$ cat src/rtl/rxsg_pkg.sv
package rxsg_pkg;

  // descriptor word offsets (bytes)
  localparam int OFF_NEXT = 0;
  localparam int OFF_BUF  = 4;
  localparam int OFF_CAP  = 8;
  localparam int OFF_STAT = 12;

  // status word bit positions
  localparam int STAT_DONE_BIT = 31;
  localparam int STAT_SOF_BIT  = 27;
  localparam int STAT_EOF_BIT  = 26;

  // strobes from control to datapath
  typedef struct packed {
    logic       fetchStart;
    logic       fetchIssue;
    logic [1:0] fetchWord;
    logic       capWord;
    logic [1:0] capIdx;
    logic       fetchDone;
    logic       wbFire;
    logic       accept;
    logic       markSof;
    logic       loadCur;
    logic       loadTail;
  } ctrlStrobe_t;

  // state reported by datapath to control
  typedef struct packed {
    logic actValid;
    logic nxtValid;
    logic wbPending;
    logic stgIsTail;
  } dpStatus_t;

endpackage

$ cat src/rtl/rxsg_ctrl.sv
module rxsg_ctrl
  import rxsg_pkg::*;
(
  input  logic        clk,
  input  logic        rstN,
  input  logic        runStop,
  input  logic        curPtrWr,
  input  logic        tailPtrWr,
  input  logic        sValid,
  input  logic        sLast,
  input  dpStatus_t   st,
  output ctrlStrobe_t stb,
  output logic        halted,
  output logic        idle,
  output logic        sReady
);

  logic       haltedQ;
  logic       fetchEn;
  logic       chainDone;
  logic       fetchBusy;
  logic [1:0] fetchCnt;
  logic       inPacket;
  logic       running;
  logic       wbFire;
  logic       readyInt;

  assign running  = !haltedQ;
  // write-back may use the port unless a prefetch read is being issued
  assign wbFire   = st.wbPending && (!fetchBusy || fetchCnt == 2'd3);
  assign readyInt = running && st.actValid && (!st.wbPending || wbFire);

  always_comb begin
    stb            = '0;
    stb.wbFire     = wbFire;
    stb.accept     = readyInt && sValid;
    stb.markSof    = readyInt && sValid && !inPacket;
    stb.loadCur    = curPtrWr && haltedQ;
    stb.loadTail   = tailPtrWr && runStop;
    stb.fetchStart = running && fetchEn && !chainDone && !fetchBusy &&
                     !st.nxtValid && !st.wbPending;
    stb.fetchIssue = fetchBusy && fetchCnt != 2'd3;
    stb.fetchWord  = fetchCnt;
    stb.capWord    = fetchBusy && fetchCnt != 2'd0;
    stb.capIdx     = fetchCnt - 2'd1;
    stb.fetchDone  = fetchBusy && fetchCnt == 2'd3;
  end

  always_ff @(posedge clk) begin
    if (!rstN) begin
      haltedQ   <= 1'b1;
      fetchEn   <= 1'b0;
      chainDone <= 1'b0;
      fetchBusy <= 1'b0;
      fetchCnt  <= 2'd0;
      inPacket  <= 1'b0;
    end else begin
      haltedQ <= !runStop;
      if (stb.loadTail) fetchEn <= 1'b1;
      if (stb.loadTail)
        chainDone <= 1'b0;
      else if (stb.fetchDone && st.stgIsTail)
        chainDone <= 1'b1;
      if (stb.fetchStart) begin
        fetchBusy <= 1'b1;
        fetchCnt  <= 2'd0;
      end else if (fetchBusy) begin
        fetchCnt <= fetchCnt + 2'd1;
        if (fetchCnt == 2'd3) fetchBusy <= 1'b0;
      end
      if (stb.accept) inPacket <= !sLast;
    end
  end

  assign halted = haltedQ;
  assign sReady = readyInt;
  assign idle   = running && fetchEn && chainDone && !st.actValid &&
                  !st.nxtValid && !fetchBusy;

  assert_halt_clears_R7: assert property (@(posedge clk) disable iff (!rstN)
    $rose(runStop) |=> !halted);

  assert_idle_blocks_stream_R8: assert property (@(posedge clk) disable iff (!rstN)
    idle |-> !sReady);

endmodule

$ cat src/rtl/rxsg_datapath.sv
module rxsg_datapath
  import rxsg_pkg::*;
#(
  parameter int ADDR_W = 32,
  parameter int CNT_W  = 16
) (
  input  logic              clk,
  input  logic              rstN,
  input  ctrlStrobe_t       stb,
  input  logic [ADDR_W-1:0] ptrData,
  input  logic              irqEn,
  input  logic [7:0]        sData,
  input  logic              sLast,
  input  logic [31:0]       descRdata,
  output dpStatus_t         st,
  output logic              descReq,
  output logic              descWe,
  output logic [ADDR_W-1:0] descAddr,
  output logic [31:0]       descWdata,
  output logic              dataWe,
  output logic [ADDR_W-1:0] dataAddr,
  output logic [7:0]        dataByte,
  output logic              irqDone
);

  typedef struct packed {
    logic              valid;
    logic [ADDR_W-1:0] desc;
    logic [ADDR_W-1:0] bufBase;
    logic [CNT_W-1:0]  cap;
    logic [CNT_W-1:0]  cnt;
    logic              sof;
  } slot_t;

  slot_t             act, nxt, fetched;
  logic [ADDR_W-1:0] fetchPtr, tailPtr;
  logic [ADDR_W-1:0] stgDesc, stgNext, stgBuf;
  logic              wbPending, wbIrq, irqQ;
  logic [ADDR_W-1:0] wbAddr;
  logic [31:0]       wbData;
  logic [CNT_W-1:0]  newCnt;
  logic              closeNow, sofEff, advance;
  logic [31:0]       statusWord;

  assign newCnt   = act.cnt + CNT_W'(1);
  assign closeNow = stb.accept && (sLast || newCnt == act.cap);
  assign sofEff   = act.sof || stb.markSof;
  assign advance  = closeNow || !act.valid;

  always_comb begin
    statusWord                = '0;
    statusWord[STAT_DONE_BIT] = 1'b1;
    statusWord[STAT_SOF_BIT]  = sofEff;
    statusWord[STAT_EOF_BIT]  = sLast;
    statusWord[CNT_W-1:0]     = newCnt;
  end

  always_comb begin
    fetched.valid   = 1'b1;
    fetched.desc    = stgDesc;
    fetched.bufBase = stgBuf;
    fetched.cap     = descRdata[CNT_W-1:0];
    fetched.cnt     = '0;
    fetched.sof     = 1'b0;
  end

  always_ff @(posedge clk) begin
    if (!rstN) begin
      act       <= '0;
      nxt       <= '0;
      fetchPtr  <= '0;
      tailPtr   <= '0;
      stgDesc   <= '0;
      stgNext   <= '0;
      stgBuf    <= '0;
      wbPending <= 1'b0;
      wbIrq     <= 1'b0;
      wbAddr    <= '0;
      wbData    <= '0;
      irqQ      <= 1'b0;
    end else begin
      // active buffer: hand over to the prefetched slot on close or when empty
      if (stb.loadCur)
        act.valid <= 1'b0;
      else if (advance)
        act <= nxt;
      else if (stb.accept) begin
        act.cnt <= newCnt;
        act.sof <= sofEff;
      end
      // prefetched slot
      if (stb.loadCur)
        nxt.valid <= 1'b0;
      else if (stb.fetchDone)
        nxt <= fetched;
      else if (advance)
        nxt.valid <= 1'b0;
      // pointers
      if (stb.loadCur)
        fetchPtr <= ptrData;
      else if (stb.fetchDone)
        fetchPtr <= stgNext;
      if (stb.loadTail) tailPtr <= ptrData;
      // fetch staging
      if (stb.fetchStart) stgDesc <= fetchPtr;
      if (stb.capWord && stb.capIdx == 2'd0) stgNext <= descRdata[ADDR_W-1:0];
      if (stb.capWord && stb.capIdx == 2'd1) stgBuf  <= descRdata[ADDR_W-1:0];
      // status write-back holding register
      if (closeNow) begin
        wbPending <= 1'b1;
        wbAddr    <= act.desc + ADDR_W'(OFF_STAT);
        wbData    <= statusWord;
        wbIrq     <= sLast;
      end else if (stb.wbFire) begin
        wbPending <= 1'b0;
      end
      irqQ <= stb.wbFire && wbIrq && irqEn;
    end
  end

  assign descReq   = stb.fetchIssue || stb.wbFire;
  assign descWe    = stb.wbFire;
  assign descAddr  = stb.wbFire ? wbAddr
                                : stgDesc + ADDR_W'({stb.fetchWord, 2'b00});
  assign descWdata = wbData;
  assign dataWe    = stb.accept;
  assign dataAddr  = act.bufBase + ADDR_W'(act.cnt);
  assign dataByte  = sData;
  assign irqDone   = irqQ;

  assign st.actValid  = act.valid;
  assign st.nxtValid  = nxt.valid;
  assign st.wbPending = wbPending;
  assign st.stgIsTail = (stgDesc == tailPtr);

  assert_irq_after_eof_wb_R9: assert property (@(posedge clk) disable iff (!rstN)
    irqDone |-> $past(descWe && descWdata[STAT_EOF_BIT]));

  assert_count_below_cap_R4: assert property (@(posedge clk) disable iff (!rstN)
    (act.valid && act.cap != '0) |-> act.cnt < act.cap);

  assert_consecutive_addr_R10: assert property (@(posedge clk) disable iff (!rstN)
    (dataWe && $past(dataWe) && !$past(closeNow)) |-> dataAddr == $past(dataAddr) + ADDR_W'(1));

  assert_prefetch_handover_R6: assert property (@(posedge clk) disable iff (!rstN)
    (closeNow && nxt.valid && !stb.loadCur) |=> st.actValid);

endmodule

$ cat src/rtl/rxsg_splitter.sv
module rxsg_splitter
  import rxsg_pkg::*;
#(
  parameter int ADDR_W = 32,
  parameter int CNT_W  = 16
) (
  input  logic              clk,
  input  logic              rstN,
  input  logic              runStop,
  input  logic              doneIrqEn,
  input  logic              curPtrWr,
  input  logic              tailPtrWr,
  input  logic [ADDR_W-1:0] ptrData,
  output logic              halted,
  output logic              idle,
  output logic              irqDone,
  input  logic              sValid,
  output logic              sReady,
  input  logic [7:0]        sData,
  input  logic              sLast,
  output logic              descReq,
  output logic              descWe,
  output logic [ADDR_W-1:0] descAddr,
  output logic [31:0]       descWdata,
  input  logic [31:0]       descRdata,
  output logic              dataWe,
  output logic [ADDR_W-1:0] dataAddr,
  output logic [7:0]        dataByte
);

  ctrlStrobe_t stb;
  dpStatus_t   st;

  rxsg_ctrl ctrl_i (
    .clk       (clk),
    .rstN      (rstN),
    .runStop   (runStop),
    .curPtrWr  (curPtrWr),
    .tailPtrWr (tailPtrWr),
    .sValid    (sValid),
    .sLast     (sLast),
    .st        (st),
    .stb       (stb),
    .halted    (halted),
    .idle      (idle),
    .sReady    (sReady)
  );

  rxsg_datapath #(.ADDR_W(ADDR_W), .CNT_W(CNT_W)) dp_i (
    .clk       (clk),
    .rstN      (rstN),
    .stb       (stb),
    .ptrData   (ptrData),
    .irqEn     (doneIrqEn),
    .sData     (sData),
    .sLast     (sLast),
    .descRdata (descRdata),
    .st        (st),
    .descReq   (descReq),
    .descWe    (descWe),
    .descAddr  (descAddr),
    .descWdata (descWdata),
    .dataWe    (dataWe),
    .dataAddr  (dataAddr),
    .dataByte  (dataByte),
    .irqDone   (irqDone)
  );

endmodule

$ cat config.mk
export PLATFORM = sky130hd
export DESIGN_NAME = rxsg_splitter
export DESIGN_NICKNAME = d
export VERILOG_FILES = /design/src/rtl/rxsg_pkg.sv /design/src/rtl/rxsg_ctrl.sv /design/src/rtl/rxsg_datapath.sv /design/src/rtl/rxsg_splitter.sv
export SDC_FILE = /design/constraint.sdc
export NUM_CORES = 1
export LEC_CHECK = 0
export BUFFER_PORTS_ARGS = -buffer_cell sky130_fd_sc_hd__buf_4
export CAP_MARGIN = 20
export CORE_UTILIZATION = 52
export DETAILED_ROUTE_END_ITERATION = 8
export PLACE_DENSITY_LB_ADDON = 0.2
export SLEW_MARGIN = 15
export SYNTH_ARGS = -nofsm -noshare
export SYNTH_HDL_FRONTEND = slang
export SYNTH_SLANG_ARGS = --single-unit
$ cat constraint.sdc
create_clock -name clk -period 3.74 [get_ports clk]
set_input_delay 0.187 -clock clk [delete_from_list [all_inputs] [get_ports clk]]
set_output_delay 0.187 -clock clk [all_outputs]
set_load 0.02 [all_outputs]
==> flow_summary.json, run 1 <==
{
  "status": "finished, final reports clean",
  "cts.clk_slew.worst_paths_ns": 0.06,
  "track_usage_pct": 28.9,
  "area_growth_pct": 19.5,
  "min_from": "curPtrWr",
  "slew_violations": 0,
  "grt_pass1_wl_mm": 81.7,
  "syn_area_per_cell_um2": 8.14,
  "numPortBuffers": 161,
  "cts_tree": "built",
  "cts.path.max_buffers": 3,
  "postLayoutCoreUtil_pct": 63.5,
  "clock_skew_ns": 0.0164,
  "layout-drive-gt1-share_pct": 12.8,
  "muxShareOfSynthArea_pct": 0.975,
  "power_density_nw_per_um2": 420,
  "setup_viol": 0,
  "ir_drop_v": 0.000362,
  "synth-seq-area-share_pct": 44.5,
  "htree_levels": 2,
  "grt_pass1_vias": 15200,
  "antenna_found_initial": 0,
  "endpoint_kind": "primary output",
  "syn_inst": 2206,
  "hold_path_class": "input port to register",
  "start_util_pct": 53.2,
  "fin_crit_sh_pct": 96.5,
  "chipHeight_um": 188,
  "maxCapViolCount": 0,
  "synth_fa_ha_area_share_pct": 1.90,
  "io_pins": 191,
  "synthTopCellsByArea": "dfxtp_1 (44%), nand2_1 (11%), a21oi_1 (7.3%)",
  "regArea_um2": 7990,
  "yosys.area.top_type": "dfxtp_1",
  "post-cts-setup-buffers": 0,
  "postRouteAntennaNets": 0,
  "setup-tns-final_ns": 0,
  "die_area_um2": 35300,
  "clock-root-buffer": "clkbuf_16",
  "crit_fanout": 5,
  "critical_path_arrival_ns": 3.42,
  "crit_required_ns": 3.55,
  "num_antenna_cells": 0,
  "cts_made_buffers": 42,
  "crit_path_start_kind": "register",
  "yosys.area_share.simple_pct": 21.9,
  "wirelength_mm": 52.3,
  "synthArstFlopShare_pct": 0,
  "gr-total-overflow": 0,
  "synth_top_family_by_area": "simple AND/OR/NAND/NOR gates",
  "clkSinkCount": 399,
  "p_leak_uw": 0.00836,
  "hpwl_mm": 35.6,
  "ys_types": 69,
  "rsz0062_at_grt": "false",
  "r2r_start": "dp_i.act[2]$_SDFFE_PN0P_",
  "grt_start_max_net_pins": 249,
  "synth_compound_area_share_pct": 18.7,
  "yosys_warnings": 0,
  "synth_ff_type": "dfxtp_1",
  "relSlewSlack_pct": 21.2,
  "yosysTopAreaCellShare_pct": 44.5,
  "vias": 16300,
  "clock.fmax_ghz": 0.277,
  "drtIter0Drc": 1250,
  "fp-row-count": 67,
  "synth_edf_count": 0,
  "multi_input_area_um2": 9090,
  "first_pass_iters": 5,
  "syn-cell-area_um2": 18000,
  "yosys.area_share.xor_xnor_pct": 6.54,
  "period_needed_ns": 3.61,
  "drc": 0,
  "netlist_top_cells_count": "nand2_1 (520), dfxtp_1 (399), a21oi_1 (263)",
  "hold_violations": 0,
  "detail_route.wl_per_cell_um": 18.5,
  "coreArea_um2": 33800,
  "vias_per_cell": 5.79,
  "yosysMostFrequentCell": "nand2_1",
  "die_w_um": 188,
  "nets": 2451,
  "fillCellCount": 2909,
  "gp_congestion": 0.909,
  "critPathLaunch": "ctrl_i.fetchCnt[0]$_SDFFE_PP0P_",
  "clk_latency_ns": 0.55,
  "path_class": "register to primary output",
  "ys_ff_latch": 399,
  "tightest_slew_ns": 1.18
}
==> state kept, by name, indices dropped and copies added, names as in the netlist, 2 cells and up <==
| name | count |
|---|---|
| dp_i.act | 97 |
| dp_i.st | 2 |
| dp_i.descWdata | 19 |
| dp_i.nxt | 80 |
| ctrl_i.fetchCnt | 2 |
| dp_i.stgNext | 32 |
| dp_i.fetchPtr | 32 |
| dp_i.wbAddr | 32 |
| dp_i.stgBuf | 32 |
| dp_i.tailPtr | 32 |
| dp_i.stgDesc | 32 |
==> worst paths after layout <==
check | end | slack (ns) | cells past startpoint
setup reg to reg | dp_i.wbAddr[10]$_SDFFE_PN0P_ | 0.24 | 9
hold / removal | dp_i.st[2]$_SDFFE_PP0P_ | 0.17 | 4
hold reg to reg | dp_i.nxt[48]$_SDFFE_PN0P_ | 0.44 | 2
setup / recovery | descAddr[28] | 0.13 | 10
==> worst max-delay path, stage by stage (launching register included) <==
cell and delay (ns):
dfxtp_1 0.44, ha_1 0.21, inv_1 0.05, fa_1 0.46, nor3_1 0.50, and2_1 0.33, nand2_1 0.17, nor2_1 0.17
xnor2_1 0.21, a21oi_1 0.14, buf_4 0.19
==> report_power, final <==
group,leakage (uW),switching (uW),internal (uW)
Sequential,0.00322,36.3,4300
Combinational,0.00444,269,174
Clock,0.000696,1760,2490
Total,0.00836,2060,6960
==> area by class of cell <==
type | count | area share, %
clock buffers | 58 | 5.64
clock inverters | 16 | 0.950
inverters | 24 | 0.443
multi-input cells | 1601 | 42.3
flip-flops and latches | 399 | 37.2
well taps | 448 | 2.61
repair buffers | 277 | 10.8
==> routing by layer <==
metal,wire length (um),GRT usage [%],share of wire (%),vias to the layer above
li1,-,-,-,7881
met1,23300,40.2,45,7809
met2,24000,46.6,46,555
met3,3580,3.57,6.8,97
met4,1410,9.01,2.7,0
met5,0,0,0,-
==> cells in the final DEF, fill, tap and decap left out, types with 11 or more instances in the layout <==
cell	Yosys	final
a311oi_1	33	33
xor2_1	59	59
xnor2_1	70	70
o31ai_1	13	13
dlygate4sd3_1	0	67
o211a_1	18	18
nor3_1	37	36
nand3_1	77	76
a21oi_1	263	261
a22o_1	80	80
mux2i_1	13	13
inv_1	23	23
dfxtp_1	399	399
and2_1	14	14
a211oi_1	12	11
buf_4	24	204
nor2b_1	11	11
nand2_1	520	518
nand4_1	38	38
ha_1	24	24
nor4_1	12	12
o21ai_0	44	42
nor2_1	124	123
and3_1	13	13
conb_1	1	13
clkbuf_16	0	42
==> repair_timing <==
item,in CTS,in global routing
pin swaps,0,1
endpoints found under the setup margin,7,8
hold buffers,67,0
gates resized for setup,1,5
hold endpoints to repair,147,0
==> cells by family after synthesis <==
group | after synthesis
other cells | 1
xor+xnor | 131
mux | 17
fa+ha+maj | 26
flops | 399
compound gates | 518
simple gates | 896
buf+inv | 218
==> metrics by stage <==
stage | setup WS, ns | cells | hold WS, ns | power (uW) | instance area (um^2)
2_1_floorplan | 0.698 | 2218 | 0.257 | 4670 | 18000
3_3_place_gp | 0.408 | 2679 | 0.374 | 4800 | 19300
3_5_place_dp | 0.299 | 2681 | 0.374 | 4810 | 19300
4_1_cts | 0.0283 | 2822 | 0.150 | 9060 | 21400
5_1_grt | 0.00758 | 2823 | 0.188 | 9280 | 21500
6_report | 0.130 | 2823 | 0.169 | 9020 | 21500
(Power assumes the default switching activity.)
==> run 2: changes to the inputs <==
--- a/config.mk
+++ b/config.mk
@@ -7,7 +7,7 @@
 export LEC_CHECK = 0
 export BUFFER_PORTS_ARGS = -buffer_cell sky130_fd_sc_hd__buf_4
 export CAP_MARGIN = 20
-export CORE_UTILIZATION = 52
+export CORE_UTILIZATION = 45
 export DETAILED_ROUTE_END_ITERATION = 8
 export PLACE_DENSITY_LB_ADDON = 0.2
 export SLEW_MARGIN = 15
==> constraint.sdc (replaced) <==
create_clock -name clk -period 3.2 [get_ports clk]
set_input_delay 0.16 -clock clk [delete_from_list [all_inputs] [get_ports clk]]
set_output_delay 0.16 -clock clk [all_outputs]
set_load 0.02 [all_outputs]
==> flow_summary.json, run 2 (synthesized netlist as in run 1, its figures left out) <==
{
  "power_density_nw_per_um2": 476,
  "maxCapViolCount": 0,
  "slew_violations": 0,
  "status": "finished, final reports clean",
  "largest_register": "dp_i.act",
  "r2r_start": "dp_i.act[1]$_SDFFE_PN0P_",
  "relSlewSlack_pct": 29.3,
  "grt_pass1_wl_mm": 85.4,
  "detail_route.wl_per_cell_um": 18.6,
  "nets": 2513,
  "clk_latency_ns": 0.58,
  "finalPower_uw": 10700,
  "final_common_cell": "nand2_1",
  "fp-row-count": 72,
  "hold_violations": 0,
  "crit_end": "dataAddr[30]",
  "share_seq_of_total_power_pct": 47.3,
  "wirelength_mm": 55.1,
  "layout-drive-gt1-share_pct": 16.9,
  "vias_per_cell": 5.56,
  "reg_top3": "dp_i.act (97), dp_i.nxt (80)",
  "power.net_switching_uw": 2480,
  "switching_share_pct": 23.2,
  "regArea_um2": 8010,
  "cts_made_buffers": 43,
  "worst-path-stages": 11,
  "p_int_uw": 8210,
  "crit_buf_inv": 2,
  "antenna_found_initial": 1,
  "cts.path.max_buffers": 3,
  "cp_top_family": "compound AO/OA/AOI/OAI gates",
  "die_w_um": 202,
  "p_leak_uw": 0.00882,
  "gr-total-overflow": 0,
  "io_pins": 191,
  "drc": 0,
  "crit_slowest_cell": "fa_2",
  "coreArea_um2": 39000,
  "endpoint_kind": "primary output",
  "layout_common_cells": "nand2_1 (517), dfxtp_1 (387), a21oi_1 (260)",
  "ir_drop_v": 0.000361,
  "start_util_pct": 46.0,
  "drtIter0Drc": 1286,
  "fillCellCount": 3541,
  "rrSetupSlack_ns": 0.08,
  "cts.clk_slew.worst_paths_ns": 0.06,
  "critPathMaxStageDelay_ns": 0.37,
  "cts_tree": "built",
  "reg2reg_depth": 12,
  "area_growth_pct": 25.0,
  "cp_cell_sequence": "ha_4 > fa_2 > a211oi_4 > o21ai_2 > a21oi_4 > o21ai_4 > a211oi_2 > buf_6 > nor3_4 > xor2_1 > buf_4",
  "r2r-end": "dp_i.act[94]$_SDFFE_PN0P_",
  "crit_fanout": 7,
  "rsz0062_at_grt": "true",
  "path_class": "register to primary output",
  "vias": 16400,
  "critical_path_arrival_ns": 2.99,
  "largest_reg_flops": 97,
  "first_pass_iters": 5,
  "fin_crit_sh_pct": 98.6,
  "crit_path_start_kind": "register",
  "clkSinkCount": 399,
  "numPortBuffers": 161,
  "period_needed_ns": 3.15,
  "track_usage_pct": 26.5,
  "critPathLaunch": "dp_i.act[1]$_SDFFE_PN0P_",
  "postRouteAntennaNets": 0,
  "postLayoutCoreUtil_pct": 57.5,
  "clock_power_share_pct": 47.5,
  "hold_path_class": "input port to register",
  "grt_pass1_vias": 15300,
  "clock_skew_ns": 0.0155,
  "hpwl_mm": 37.9,
  "clock-root-buffer": "clkbuf_16",
  "clock.fmax_ghz": 0.317,
  "grt_start_max_net_pins": 150,
  "crit_required_ns": 3.04,
  "tightest_slew_ns": 1.06,
  "combPwrFrac_pct": 5.2,
  "gp_congestion": 0.909,
  "chipHeight_um": 202,
  "setup_viol": 0,
  "die_area_um2": 40700,
  "htree_levels": 2,
  "multi_input_area_um2": 9360
}
## run 2: cell count changes in the layout (fill, tap and decap cells not counted), sizes merged
cell | previous run | this run
buf | 210 | 268
clkbuf | 58 | 65
bufinv | 3 | 2
clkinv | 9 | 8
clkinvlp | 2 | 3
diode | 0 | 1
dlygate4sd3 | 67 | 68
## run 2: how the worst min path moves through the flow
stage	start	endpoint	slack, ns	cells after the start
final	tailPtrWr	dp_i.tailPtr[30]$_SDFFE_PN0P_	0.15	5
after global routing	curPtrWr	dp_i.st[2]$_SDFFE_PP0P_	0.17	4
after CTS	tailPtrWr	dp_i.tailPtr[30]$_SDFFE_PN0P_	0.13	5
after detailed placement	sData[0]	dataByte[0]	0.32	0
after global placement	sData[0]	dataByte[0]	0.32	0
after floorplan	runStop	ctrl_i.halted$_SDFF_PN1_	0.23	1
## run 2: layer usage
metal | global-route usage, % | vias to the layer above | routed length [um]
met5 | 0 | - | 11
met4 | 10.7 | 2 | 2010
met3 | 4.23 | 106 | 3380
met2 | 40.9 | 508 | 24800
met1 | 36.7 | 7818 | 24900
li1 | - | 8013 | -
## run 2: cell type report
class	instances	share of cell area [%]
Tap cell	518	2.89
Clock buffer	63	5.71
Clock inverter	15	0.819
Timing Repair Buffer	338	12.8
Inverter	24	0.424
Sequential cell	399	35.7
Antenna cell	1	0.0111
Multi-Input combinational cell	1601	41.7
## run 2: worst reg2reg max path: stages, from the launching register on
cell and delay, ns:
dfxtp_4 0.37, buf_4 0.12, nand4_1 0.10, buf_4 0.18
o41ai_4 0.34, mux2i_1 0.13, or4b_4 0.54, or4_1 0.44
buf_4 0.19, a21oi_4 0.15, buf_4 0.17, buf_12 0.16
a22o_1 0.17
## run 2: repair_timing
item,4_1_cts,5_1_grt
setup buffers,6,8
setup endpoints to repair,65,159
endpoints found under the hold margin,157,0
cloned,0,3
hold buffers,68,0
pin swaps,12,16
gates resized for setup,30,44
## run 2: through the flow
step           hold slack, ns  setup slack, ns  instance area [um^2]  cells  TNS [ns]
2_1_floorplan           0.230            0.158                 18000   2218         0
3_3_place_gp            0.320          -0.0371                 19800   2795     -1.58
3_5_place_dp            0.320          -0.0132                 19800   2795   -0.0534
4_1_cts                 0.128          -0.0100                 22100   2947   -0.0341
5_1_grt                 0.172          -0.0557                 22400   2958     -2.86
6_report                0.155           0.0451                 22400   2959         0
## run 2: power groups by stage
stage          combinational, uW  clock [uW]  sequential [uW]
2_1_floorplan                296           0             5160
3_3_place_gp                 457           0             5170
3_5_place_dp                 461           0             5170
4_1_cts                      528        5160             5060
5_1_grt                      592        5380             5070
6_report                     551        5080             5060
